==> config.mk <==
export PLATFORM = sky130hd
export DESIGN_NAME = burst_seq
export DESIGN_NICKNAME = d
export VERILOG_FILES = /design/src/rtl/bseq_pkg.sv /design/src/rtl/bseq_len.sv /design/src/rtl/bseq_addr.sv /design/src/rtl/bseq_ctrl.sv /design/src/rtl/bseq_dphase.sv /design/src/rtl/burst_seq.sv
export SDC_FILE = /design/constraint.sdc
export NUM_CORES = 1
export LEC_CHECK = 0
export BUFFER_PORTS_ARGS = -buffer_cell sky130_fd_sc_hd__buf_2
export CORE_UTILIZATION = 35
export DETAILED_ROUTE_END_ITERATION = 6
export MAX_ROUTING_LAYER = met4
export PLACE_DENSITY = 0.61
export SLEW_MARGIN = 20
export SYNTH_ARGS = -nofsm -noshare
export SYNTH_HDL_FRONTEND = slang
export SYNTH_SLANG_ARGS = --single-unit
==> constraint.sdc <==
create_clock -name clk -period 3.2 [get_ports clk]
set_clock_uncertainty 0.05 [all_clocks]
set_input_delay 0 -clock clk [delete_from_list [all_inputs] [get_ports clk]]
set_output_delay 0 -clock clk [all_outputs]
set_load 0.005 [all_outputs]
==> src/rtl/bseq_pkg.sv <==
package bseq_pkg;

  typedef enum logic [1:0] {
    TR_IDLE = 2'b00,
    TR_BUSY = 2'b01,
    TR_NSEQ = 2'b10,
    TR_SEQ  = 2'b11
  } trans_e;

  typedef enum logic [2:0] {
    BK_SINGLE = 3'd0,
    BK_INCR   = 3'd1,
    BK_WRAP4  = 3'd2,
    BK_INCR4  = 3'd3,
    BK_WRAP8  = 3'd4,
    BK_INCR8  = 3'd5,
    BK_WRAP16 = 3'd6,
    BK_INCR16 = 3'd7
  } burst_e;

  // Wrapping kinds are the even non-zero codes.
  function automatic logic kind_wraps(input logic [2:0] k);
    return (k != 3'd0) && !k[0];
  endfunction

endpackage

==> src/rtl/bseq_len.sv <==
module bseq_len
  import bseq_pkg::*;
#(
  parameter int LENW = 4,
  parameter int CW   = 4
) (
  input  logic [2:0]      kind,
  input  logic [LENW-1:0] len,
  output logic [CW-1:0]   beats_m1
);
  // Fixed kinds: pairs (2,3)->4, (4,5)->8, (6,7)->16 beats.
  always_comb begin
    if (kind == BK_SINGLE)     beats_m1 = '0;
    else if (kind == BK_INCR)  beats_m1 = CW'(len);
    else                       beats_m1 = (CW'(2) << kind[2:1]) - CW'(1);
  end
endmodule

==> src/rtl/bseq_addr.sv <==
module bseq_addr
  import bseq_pkg::*;
#(
  parameter int AW = 32,
  parameter int NB = 4
) (
  input  logic [AW-1:0] cur,
  input  logic [2:0]    kind,
  output logic [AW-1:0] nxt
);
  localparam logic [AW-1:0] STEP = AW'(NB);

  logic [AW-1:0] inc;
  logic [AW-1:0] line_mask;

  always_comb begin
    inc       = cur + STEP;
    // Line size in bytes = beats * NB, with beats = 2 << kind[2:1].
    line_mask = (AW'(2 * NB) << kind[2:1]) - AW'(1);
    if (kind_wraps(kind)) nxt = (cur & ~line_mask) | (inc & line_mask);
    else                  nxt = inc;
  end
endmodule

==> src/rtl/bseq_ctrl.sv <==
module bseq_ctrl
  import bseq_pkg::*;
#(
  parameter int AW   = 32,
  parameter int NB   = 4,
  parameter int LENW = 4,
  parameter int CW   = 4
) (
  input  logic          clk,
  input  logic          rst_n,
  input  logic          cmd_valid,
  input  logic [AW-1:0] cmd_addr,
  input  logic [2:0]    cmd_kind,
  input  logic [LENW-1:0] cmd_len,
  input  logic          cmd_write,
  input  logic          hready,
  output logic          act,
  output logic          first,
  output logic [AW-1:0] addr,
  output logic [2:0]    kind,
  output logic          wr
);
  localparam int LSB = $clog2(NB);

  logic [CW-1:0] rem;
  logic [CW-1:0] beats_m1;
  logic [AW-1:0] nxt;
  logic [AW-1:0] start_al;

  bseq_len #(.LENW(LENW), .CW(CW)) u_len (
    .kind     (cmd_kind),
    .len      (cmd_len),
    .beats_m1 (beats_m1)
  );

  bseq_addr #(.AW(AW), .NB(NB)) u_addr (
    .cur  (addr),
    .kind (kind),
    .nxt  (nxt)
  );

  assign start_al = {cmd_addr[AW-1:LSB], {LSB{1'b0}}};

  always_ff @(posedge clk) begin
    if (!rst_n) begin
      act   <= 1'b0;
      first <= 1'b0;
      rem   <= '0;
      addr  <= '0;
      kind  <= BK_SINGLE;
      wr    <= 1'b0;
    end else if (!act) begin
      if (cmd_valid) begin
        act   <= 1'b1;
        first <= 1'b1;
        addr  <= start_al;
        kind  <= cmd_kind;
        wr    <= cmd_write;
        rem   <= beats_m1;
      end
    end else if (hready) begin
      if (rem == '0) begin
        act <= 1'b0;
      end else begin
        addr  <= nxt;
        first <= 1'b0;
        rem   <= rem - CW'(1);
      end
    end
  end
endmodule

==> src/rtl/bseq_dphase.sv <==
module bseq_dphase #(
  parameter int DW = 32
) (
  input  logic          clk,
  input  logic          rst_n,
  input  logic          act,
  input  logic          wr,
  input  logic          hready,
  input  logic          wd_valid,
  input  logic [DW-1:0] wd_data,
  input  logic [DW-1:0] hrdata,
  output logic          wd_ready,
  output logic [DW-1:0] hwdata,
  output logic          rd_valid,
  output logic [DW-1:0] rd_data
);
  logic dp_act;
  logic dp_wr;

  assign wd_ready = act & wr & hready;

  always_ff @(posedge clk) begin
    if (!rst_n) begin
      dp_act <= 1'b0;
      dp_wr  <= 1'b0;
      hwdata <= '0;
    end else if (hready) begin
      dp_act <= act;
      dp_wr  <= wr;
      if (wd_ready && wd_valid) hwdata <= wd_data;
    end
  end

  assign rd_valid = dp_act & ~dp_wr & hready;
  assign rd_data  = hrdata;
endmodule

==> src/rtl/burst_seq.sv <==
module burst_seq
  import bseq_pkg::*;
#(
  parameter int AW   = 32,
  parameter int DW   = 32,
  parameter int LENW = 4
) (
  input  logic            clk,
  input  logic            rst_n,
  input  logic            cmd_valid,
  output logic            cmd_ready,
  input  logic [AW-1:0]   cmd_addr,
  input  logic [2:0]      cmd_kind,
  input  logic [LENW-1:0] cmd_len,
  input  logic            cmd_write,
  input  logic            wd_valid,
  output logic            wd_ready,
  input  logic [DW-1:0]   wd_data,
  output logic            rd_valid,
  output logic [DW-1:0]   rd_data,
  output logic [1:0]      htrans,
  output logic [AW-1:0]   haddr,
  output logic            hwrite,
  output logic [2:0]      hsize,
  output logic [2:0]      hburst,
  output logic [DW-1:0]   hwdata,
  input  logic            hready,
  input  logic [DW-1:0]   hrdata
);
  localparam int NB   = DW / 8;
  localparam int CW   = (LENW > 4) ? LENW : 4;
  localparam logic [2:0] SIZE = 3'($clog2(NB));

  logic act;
  logic first;
  logic wr;

  bseq_ctrl #(.AW(AW), .NB(NB), .LENW(LENW), .CW(CW)) u_ctrl (
    .clk       (clk),
    .rst_n     (rst_n),
    .cmd_valid (cmd_valid & cmd_ready),
    .cmd_addr  (cmd_addr),
    .cmd_kind  (cmd_kind),
    .cmd_len   (cmd_len),
    .cmd_write (cmd_write),
    .hready    (hready),
    .act       (act),
    .first     (first),
    .addr      (haddr),
    .kind      (hburst),
    .wr        (wr)
  );

  bseq_dphase #(.DW(DW)) u_dp (
    .clk      (clk),
    .rst_n    (rst_n),
    .act      (act),
    .wr       (wr),
    .hready   (hready),
    .wd_valid (wd_valid),
    .wd_data  (wd_data),
    .hrdata   (hrdata),
    .wd_ready (wd_ready),
    .hwdata   (hwdata),
    .rd_valid (rd_valid),
    .rd_data  (rd_data)
  );

  assign cmd_ready = ~act;
  assign htrans    = !act ? TR_IDLE : (first ? TR_NSEQ : TR_SEQ);
  assign hwrite    = wr;
  assign hsize     = SIZE;
endmodule

### Yosys cells after proc, flatten, opt, wreduce, memory -nomap -nowiden

Index checks and enable logic that the tools add are counted.

| cells by class | value |
|---|---|
| shift-type cells | 2 |
| bitwise operators | 11 |
| add/subtract/negate cells | 4 |
| equality and inequality tests | 3 |
| multiplexer cells | 21 |
| reductions and logical operators | 10 |

Operators by type and width:

| operator | count |
|---|---|
| $mux W32 | 5 |
| $and A32 B32 Y32 | 2 |
| $add A32 B3 Y32 const B | 1 |
| $not A32 Y32 | 1 |
| $or A32 B32 Y32 | 1 |
| $shl A4 B2 Y32 const A | 1 |
| $sub A32 B2 Y32 const B | 1 |
| $mux W4 | 6 |
| $mux W1 | 9 |
| $and A1 B1 Y1 | 5 |
| $logic_not A4 Y1 | 1 |
| $ne A2 B2 Y1 const B | 2 |
| $reduce_and A2 Y1 | 2 |
| $shl A2 B2 Y4 const A | 1 |
| $sub A4 B1 Y4 const B | 1 |
| $sub A4 B2 Y4 const B | 1 |
| $eq A3 B1 Y1 const B | 1 |
| $logic_not A3 Y1 | 1 |
| $reduce_and A3 Y1 | 1 |
| $reduce_bool A3 Y1 | 1 |
| $logic_and A1 B1 Y1 | 2 |
| $mux W2 | 1 |
| $not A1 Y1 | 2 |
| $reduce_bool A2 Y1 | 1 |
| $logic_not A1 Y1 | 1 |

| word-level totals | value |
|---|---|
| bits of input ports | 109 |
| logic and storage cells | 60 |
| bits in registers | 76 |
| output and inout bits | 108 |

### Longest topological paths before layout

Gate-level depths: netlist of run 1.

| logic depth | value |
|---|---|
| word-level depth | 9 |
| gate-level depth with buffers | 9 |

### Hierarchy

A second synthesis of run 1 with hierarchy kept.

| unflattened totals | value |
|---|---|
| cell total of the unflattened synthesis | 515 |
| area total of the unflattened synthesis | 4,610.7 µm² |

Modules (own cells, without submodules):

| module | seq. area each (µm²) | cells an instance | instances | area an instance (µm²) |
|---|---|---|---|---|
| bseq_ctrl | 840.8 | 212 | 1 | 2,095.8 |
| bseq_dphase | 680.7 | 181 | 1 | 1,641.6 |
| bseq_addr | 0.0 | 106 | 1 | 768.2 |
| burst_seq | 0.0 | 9 | 1 | 56.3 |
| bseq_len | 0.0 | 7 | 1 | 48.8 |

### Worst setup path before layout of run 1

No wires, ideal clock.

| timing path | value |
|---|---|
| kind | register to register |
| start | register u_ctrl.kind[1] |
| end | register u_ctrl.addr[27] |
| arrival time | 2.097 ns |
| cell stages (with the launch flop) | 9 |
| slack | 0.920 ns |
| buffers on the path | 2 |
| library setup time | 0.132 ns |
| clock period less this slack | 2.280 ns |
| cells stage by stage | dfxtp_1 clkbuf_1 or2_2 ha_1 or3b_2 and3_1 clkbuf_1 a221oi_1 a31oi_1 |

| on the way | value |
|---|---|
| word-level cells in the longest chain between the ends | 9 |

RTL lines:

| what | line | RTL |
|---|---|---|
| from (decl) | bseq_ctrl.sv:20 | `output logic [2:0] kind,` |
| from (signal assigned) | bseq_ctrl.sv:57 | `kind <= cmd_kind;` |
| $shl A4 B2 Y32 | bseq_addr.sv:19 | `line_mask = (AW'(2 * NB) << kind[2:1]) - AW'(1);` |
| $sub A32 B2 Y32 | bseq_addr.sv:19 |  |
| $not A32 Y32 | bseq_addr.sv:20 | `if (kind_wraps(kind)) nxt = (cur & ~line_mask) \| (inc & line_mask);` |
| $and A32 B32 Y32 | bseq_addr.sv:20 |  |
| $or A32 B32 Y32 | bseq_addr.sv:20 |  |
| $mux W32 * | bseq_addr.sv:20 |  |
| $mux W32 * | bseq_ctrl.sv:62 | `if (rem == '0) begin` |
| $mux W32 * | bseq_ctrl.sv:61 | `end else if (hready) begin` |
| $mux W32 * | bseq_ctrl.sv:52 | `end else if (!act) begin` |
| to (signal assigned) | bseq_ctrl.sv:56 | `addr <= start_al;` |
| to (signal assigned) | bseq_ctrl.sv:65 | `addr <= nxt;` |
| to (decl) | bseq_ctrl.sv:19 | `output logic [AW-1:0] addr,` |

Mark *: on every way between the ends. The rest lies on a longest branch, timed or not. The select of a mux whose other input is x is not followed.
A chain may end at the register's enable or synchronous reset.

### Final worst setup path of run 1

| timing path | value |
|---|---|
| start | register u_ctrl.act |
| end | register u_ctrl.addr[31] |

| on the way | value |
|---|---|
| word-level cells in the longest chain between the ends | 4 |

RTL lines:

| what | line | RTL |
|---|---|---|
| from (decl) | bseq_ctrl.sv:17 | `output logic act,` |
| from (signal assigned) | bseq_ctrl.sv:46 | `act <= 1'b0;` |
| from (signal assigned) | bseq_ctrl.sv:54 | `act <= 1'b1;` |
| from (signal assigned) | bseq_ctrl.sv:63 | `act <= 1'b0;` |
| $not A1 Y1 (no source line) | -- |  |
| $and A1 B1 Y1 | burst_seq.sv:41 | `.cmd_valid (cmd_valid & cmd_ready),` |
| $reduce_bool A2 Y1 (no source line) | -- |  |
| $reduce_and A3 Y1 (no source line) | -- |  |

Several ways; a longest one is shown, not always the timed one.

==> run summary, run 1 <==
The die boundary width came out at between 100 and 150 um. The die extent in y came out at 111 um. Summed over all cells, the static leakage comes to around 2.5 nW. The power per cell area is 441 mW/mm^2.

In this run the critical register-to-register path is launched from u_ctrl.act. The repair_antennas step left the layout with diodes totalling 0. The layout filler cell count is about 1100. The starting utilization of the core area is 36.2%. The number of sinks driven by the clock tree came out at between 70 and 80. The final critical path takes up 77.9% of the cycle. The synthesis-stage register bit count came out at 74. The total die area is 0.0123 mm^2.

The number of non-filler instances in the completed layout is around 890. At the end of routability-driven placement, the weighted congestion stood at roughly 0.9. STA classifies the critical path endpoint as a flip-flop. The endpoint identified for the worst register-to-register timing path is u_ctrl.addr[31]. The most common cell in the synthesized netlist is sky130_fd_sc_hd__nand2_1.

The final core area utilization is around 52%. The signal on the critical path passes through buf_4, and3_1, nand2_1, or4_1, a31oi_1. The arrival time at the worst endpoint came out at ~2700 ps. Dividing the detail-routed wire length by the instance count gives 15.3 um. The startpoint identified for the worst hold timing path is cmd_addr[14]. The slowest stage of the critical path belongs to the cell sky130_fd_sc_hd__dfxtp_1. The commonest cells after synthesis are sky130_fd_sc_hd__nand2_1, sky130_fd_sc_hd__dfxtp_1, sky130_fd_sc_hd__a21oi_1, sky130_fd_sc_hd__buf_4, sky130_fd_sc_hd__clkbuf_1. The clock passes through at most 2 buffers. The synthesized design spends more area on one cell type than any other, namely sky130_fd_sc_hd__dfxtp_1. The CTS tree is done. The yosys synthesis warning count is 0. The number of cells on the worst reg-to-reg path is 5. After clock tree synthesis, the repair step resized 0 gates. The via density per instance came out at approximately 5.4.

The sum of internal, switching and leakage power came out at 2.63 mW. The routed wire length came out at around 14 mm. By area the synthesized netlist is led by sky130_fd_sc_hd__dfxtp_1, sky130_fd_sc_hd__nand2_1, sky130_fd_sc_hd__a21oi_1. The hold path endpoint is u_ctrl.addr[14]. The commonest register cell after synthesis is sky130_fd_sc_hd__dfxtp_1.

The aggregate global routing overflow is 0. The number of nets with antenna violations after routing is 0. On the final layout, the worst hold slack is about 12 ps. The total number of vias is slightly below 5000. The count of port buffers added during placement came out at approximately 150. The instance area after placement came out at approximately 0.0047 mm^2. The internal reg-to-reg setup slack is just over 700 ps.

The H-tree level count came out at 3. In this run the worst setup path begins at u_ctrl.act. Once layout is done, the placed cells without fillers occupy 0.00595 mm^2. The maximum number of pins on one net before global-route repair is 37. After floorplanning, the core was sized to cover 0.0115 mm^2. For this run, design rule violations remaining after detail routing come to 28. The number of pins with negative max-slew slack in the final report came out at 0. For this run, the register share of the synthesized area comes to between 30% and 40%. The worst hold path belongs to the class input port to flip-flop. The post-synthesis instance area came out at around 0.0042 mm^2. Detailed placement ended at an HPWL of slightly below 9 mm.

Setup repair after global routing left no endpoint under its margin. The count of cells along the worst hold path is 5. The final layout net count came out at around 850.

In the global route stage, overall resource usage came out at ~22%. After technology mapping, the gate count stands at ~550. The number of placement rows is 39. The maximum fanout count along the critical path is 23. For this run, the detailed router's first-pass iteration total came to 7. The critical setup path kind is flip-flop to flip-flop.

The insertion delay of the later-clocked pin in the worst-skew pair is between 300 and 400 ps. The slack of the critical path is 706 ps. The count of flip-flops with a built-in enable after synthesis came out at 0. The worst ir drop on vdd came out at between 200 and 300 uV. STA classifies the critical path startpoint as a flip-flop. Of all flip-flops after synthesis, the portion carrying an async set or reset was 0%. The total of endpoints with negative setup slack in the final report is 0. The worst pin sits at a relative slew slack of 59.8%. The cell sitting at the root of the clock tree is a sky130_fd_sc_hd__clkbuf_16. The share of the synthesized area in the top cell type is between 30% and 40%.

The clock slew seen by the registers of the worst setup and hold paths is 60 ps. The maximum single-stage delay on the critical path came out at approximately 630 ps. Before CTS, the worst setup slack after placement is roughly 750 ps. The number of placed instances, taps included is 781.

Compared with the post-synthesis result, the final layout area differs by 43.0%. Across the run, the number of max-cap violations was 0. The run finished, with violations left. The worst path needs about 2500 ps of the cycle, external delays included. 217 I/O pins were placed. The wire length of the first global-routing pass came out at about 22 mm. The top achievable clock speed came out at between 0.4 and 0.5 GHz. The hold buffer count at CTS is slightly above 90. The number of DRC markers in iteration 0 came out at ~350. The count of distinct cell types in the synthesized netlist is 60.

The number of buffers inserted to repair setup after CTS came out at 0. Cells with a size suffix above 1 make up around 25% of the layout. The slew at the pin closest to its max-slew limit came out at roughly 590 ps.

The number of clock buffers added by TritonCTS is 9. The count of final hold-check violations is 0. The checks that failed: DRC. The final total negative setup slack is 0 ps. The number of global-route vias before repair is approximately 4400. In this run the mean area of a mapped cell was approximately 7.5 um^2. The initial antenna violation count came out at 0. The required time reported for the critical path endpoint came out at between 3000 and 4000 ps.
## power by group
part           internal (mW)  switching, mW
Combinational          0.256          0.252
Sequential             0.974         0.0783
Clock                  0.619          0.448
## worst max-delay path, delay by kind of cell, from the launching register on
| family | cells | cell delay [ps] |
|---|---|---|
| simple gates | 3 | 1200 |
| flops | 1 | 630 |
| buf+inv | 1 | 360 |
| compound gates | 1 | 160 |
## routing by layer
layer	up-vias	wire [um]	GRT usage (%)	part of all wire (%)
met3	38	817	3.23	6.0
met5	-	0	-	0
met4	0	452	12.3	3.3
met2	211	6430	35.1	47
met1	2249	5890	27.5	43
li1	2309	-	-	-
## cell families after synthesis
group | count (synthesis) | share of synthesized area (%)
compound gates | 145 | 21.2
mux | 7 | 1.74
xor+xnor | 3 | 0.631
other cells | 2 | 0.180
flops | 74 | 35.6
buf+inv | 89 | 11.6
fa+ha+maj | 5 | 1.50
simple gates | 229 | 27.6
## placed cells by master (no fill, tap or decap), types with 3 or more instances in the layout
cell and instances:
sky130_fd_sc_hd__clkbuf_16 9, sky130_fd_sc_hd__dlygate4sd3_1 91, sky130_fd_sc_hd__mux2i_1 5, sky130_fd_sc_hd__and2_1 9
sky130_fd_sc_hd__nand2_1 102, sky130_fd_sc_hd__nor2b_1 8, sky130_fd_sc_hd__nand4_1 13, sky130_fd_sc_hd__nand3_1 22
sky130_fd_sc_hd__or4_1 7, sky130_fd_sc_hd__nor4_1 6, sky130_fd_sc_hd__and3_1 11, sky130_fd_sc_hd__a211oi_1 4
sky130_fd_sc_hd__inv_1 13, sky130_fd_sc_hd__conb_1 5, sky130_fd_sc_hd__o22ai_1 4, sky130_fd_sc_hd__o32ai_1 4
sky130_fd_sc_hd__nor2_1 20, sky130_fd_sc_hd__buf_4 11, sky130_fd_sc_hd__o211ai_1 4, sky130_fd_sc_hd__a31oi_1 13
sky130_fd_sc_hd__dfxtp_1 74, sky130_fd_sc_hd__a22oi_1 4, sky130_fd_sc_hd__ha_1 5, sky130_fd_sc_hd__and4_1 8
sky130_fd_sc_hd__a21oi_1 61, sky130_fd_sc_hd__inv_6 3, sky130_fd_sc_hd__buf_2 145, sky130_fd_sc_hd__o21ai_0 25
sky130_fd_sc_hd__nand2b_1 4, sky130_fd_sc_hd__nor3_1 3, sky130_fd_sc_hd__nand4b_1 3
## sequential cells by signal, indices dropped and copies added, names as in the netlist
| register | count |
|---|---|
| u_ctrl.act | 1 |
| u_ctrl.addr | 30 |
| u_ctrl.first | 1 |
| u_ctrl.kind | 3 |
| u_ctrl.rem | 4 |
| u_ctrl.wr | 1 |
| u_dp.dp_act | 1 |
| u_dp.dp_wr | 1 |
| u_dp.hwdata | 32 |
## final cells by class
type	count	area [um^2]	share of cell area, %
Timing Repair Buffer	247	1720	28.9
Sequential cell	74	1480	24.9
Multi-Input combinational cell	394	2210	37.2
Inverter	14	52.6	0.883
Tap cell	143	179	3.01
Clock inverter	7	83.8	1.41
Clock buffer	9	225	3.78
## how the worst max path moves through the flow
stage,to,depth (start not counted)
2_1_floorplan,u_ctrl.addr[27],8
6_report,u_ctrl.addr[31],5
3_3_place_gp,u_ctrl.addr[31],5
5_1_grt,u_ctrl.addr[31],5
4_1_cts,u_ctrl.addr[31],5
3_5_place_dp,u_ctrl.addr[31],5
Note: power is estimated with default switching activity, not from simulation.
==> run 2: changes to the inputs <==
Clock period 3.2 ns to 2.49 ns, I/O delays scaled along.
==> run summary, run 2 (same netlist as run 1, synthesis figures left out) <==
The clock network is responsible for 39.8% of the overall power. Setup repair after global routing left no endpoint under its margin. The final reports fail on DRC. The total iterations of the first detailed-routing run is 7. The number of non-filler instances in the completed layout is just under 900. TritonCTS built the clock tree.

The area growth from synthesis to layout came out at 44.0%. In this run the horizontal extent of the chip is ~110 um. The slew at the pin closest to its max-slew limit came out at ~590 ps.

The layout cell share with drive strength beyond 1 is around 25%. The startpoint identified for the worst hold timing path is cmd_addr[10]. In this run the remaining antenna-violating nets after routing total 0. The maximum number of pins on one net before global-route repair is 39. The total internal power is roughly 2.4 mW.

The relative slew slack came out at 60.5%. The top cell types in the final layout, fill and taps aside, are sky130_fd_sc_hd__buf_2, sky130_fd_sc_hd__nand2_1, sky130_fd_sc_hd__dlygate4sd3_1. Including well taps, the total number of placed cells is around 800. The number of placement rows came out at 39. The final layout net count is approximately 860.

The part of the total power dissipated in sequential elements came out at 40.2%. The number of DRC markers in iteration 0 is about 310. The arrival time at the worst endpoint came out at 2520 ps.

The number of global-route vias before repair is 4490. The total track usage is around 22%. The sum of internal, switching and leakage power is ~3.3 mW. Counting I/O delays and the setup requirement, the final critical path takes 2300 ps. The total die area is roughly 0.012 mm^2. The layout filler cell count is approximately 1100. STA classifies the critical path startpoint as a flip-flop.

Combinational logic is responsible for between 20% and 30% of the overall power. The library cell used most frequently in the layout, excluding fill and tap cells, is sky130_fd_sc_hd__buf_2. The critical path starts at u_ctrl.addr[5]. TritonCTS created 9 clock buffers. The power per cell area is 559 mW/mm^2. Static timing analysis puts the maximum clock frequency at 0.434 GHz. The number of flip-flops under the largest register name came out at 32. The number of sinks driven by the clock tree is 74. Summed over all nets, the switching power comes to between 0.9 and 1 mW.

The HPWL after detailed placement is just over 9 mm. The average wire per cell in the routed design came out at about 15 um. The starting utilization of the core area came out at ~36%.

The final total negative setup slack came out at 0 ps. The tightest hold path in the finished design has a slack of 11.9 ps. After detailed routing, the number of vias per cell comes to roughly 5.3.

The die extent in y is 111 um. The initial antenna violation count is 0. In the final layout, the registers with the most flip-flops are u_dp.hwdata: 32 flops, u_ctrl.addr: 30 flops, u_ctrl.rem: 4 flops. The remaining routing DRC violations is 28. The count of buffers added on input and output ports is roughly 150. The total of endpoints with negative setup slack in the final report is 0. The first global-routing pass estimated ~22 mm of wire. The count of final hold-check violations is 0.

The number of buffers inserted to repair setup after CTS is 0. The clock tree root driver cell is sky130_fd_sc_hd__clkbuf_16. STA classifies the critical path endpoint as a flip-flop.

The number of diodes came out at 0. More flip-flops sit in one register than any other, and that register is u_dp.hwdata. The number of pins with negative max-slew slack in the final report is 0. The tool flagged a number of max-cap violations equal to 0. The required time reported for the critical path endpoint came out at between 2000 and 3000 ps. Detailed routing inserted a total of roughly 4700 vias.

The aggregate global routing overflow came out at 0. The internal reg-to-reg setup slack came out at between 150 and 200 ps. At the later pin of the worst-skew pair, clock insertion delay measures between 300 and 400 ps. The proportion of total power due to net switching came out at between 20% and 30%.

The H-tree level count came out at 3. In this run the critical register-to-register path is launched from u_ctrl.addr[5]. The min-delay analysis places its worst path in the category input port to flip-flop. The worst ir drop on vdd came out at about 280 uV. The I/O pin count is about 220.

The maximum fanout count along the critical path is 8. The standby leakage power is about 2.5 nW. The core area is 0.0115 mm^2. The weighted congestion reported at the end of routability-driven placement is approximately 0.91.

The clock slew seen by the registers of the worst setup and hold paths came out at around 60 ps. The routed design has 13.5 mm of wire. The post-route clock period utilization came out at roughly 92%. By startpoint and endpoint, the worst setup path is classified as flip-flop to flip-flop. The run finished, with violations left. The longest clock path from root to sink contains 2 buffers.
run 2: power by group through the flow:
stage / combinational (mW) / clock (mW) / sequential, mW
2_1_floorplan: 0.360 / 0 / 1.35
3_3_place_gp: 0.533 / 0 / 1.37
3_5_place_dp: 0.545 / 0 / 1.37
4_1_cts: 0.664 / 1.37 / 1.35
5_1_grt: 0.736 / 1.42 / 1.36
6_report: 0.670 / 1.33 / 1.35
run 2: per-stage QoR:
stage | util, % | cell area (um^2) | worst slack [ps]
finish | 52.1 | 6000 | 188
global route | 52.1 | 6000 | 44.8
global placement | 41.6 | 4790 | 272
floorplan | - | 4180 | 210
detailed placement | 41.6 | 4790 | 172
CTS | 52.1 | 6000 | 150
run 2: critical path: stages, from the launching register on:
cell and delay, ps:
sky130_fd_sc_hd__dfxtp_1 420, sky130_fd_sc_hd__and4_4 290, sky130_fd_sc_hd__nand2_2 90, sky130_fd_sc_hd__or4_1 690
sky130_fd_sc_hd__or4_1 520, sky130_fd_sc_hd__a31oi_1 160
run 2: final cells by class:
| class | count | area [um^2] | area share (%) |
|---|---|---|---|
| multi-input combinational | 394 | 2210 | 36.9 |
| timing repair buffer | 254 | 1770 | 29.5 |
| sequential | 74 | 1480 | 24.7 |
| clock buffer | 9 | 225 | 3.76 |
| tap | 143 | 179 | 2.98 |
| clock inverter | 7 | 78.8 | 1.31 |
| inverter | 14 | 52.6 | 0.876 |
run 2: timing repair:
action | 4_1_cts | 5_1_grt
endpoints found under the setup margin | 0 | 1
hold buffers | 90 | 0
endpoints found under the hold margin | 92 | 0
resized for setup | 0 | 1
run 2: layer usage:
layer | vias to the layer above | track usage, % | part of all wire [%]
li1 | 2319 | - | -
met1 | 2190 | 27.3 | 43
met2 | 201 | 36.4 | 48
met3 | 29 | 3.83 | 6.5
met4 | 0 | 10.4 | 2.6
met5 | - | - | 0
run 2: worst paths after layout:
| path | to | depth (start not counted) |
|---|---|---|
| max | u_ctrl.addr[31] | 5 |
| min | u_ctrl.addr[10] | 5 |
| max reg2reg | u_ctrl.addr[31] | 5 |
| min reg2reg | u_dp.hwdata[27] | 2 |
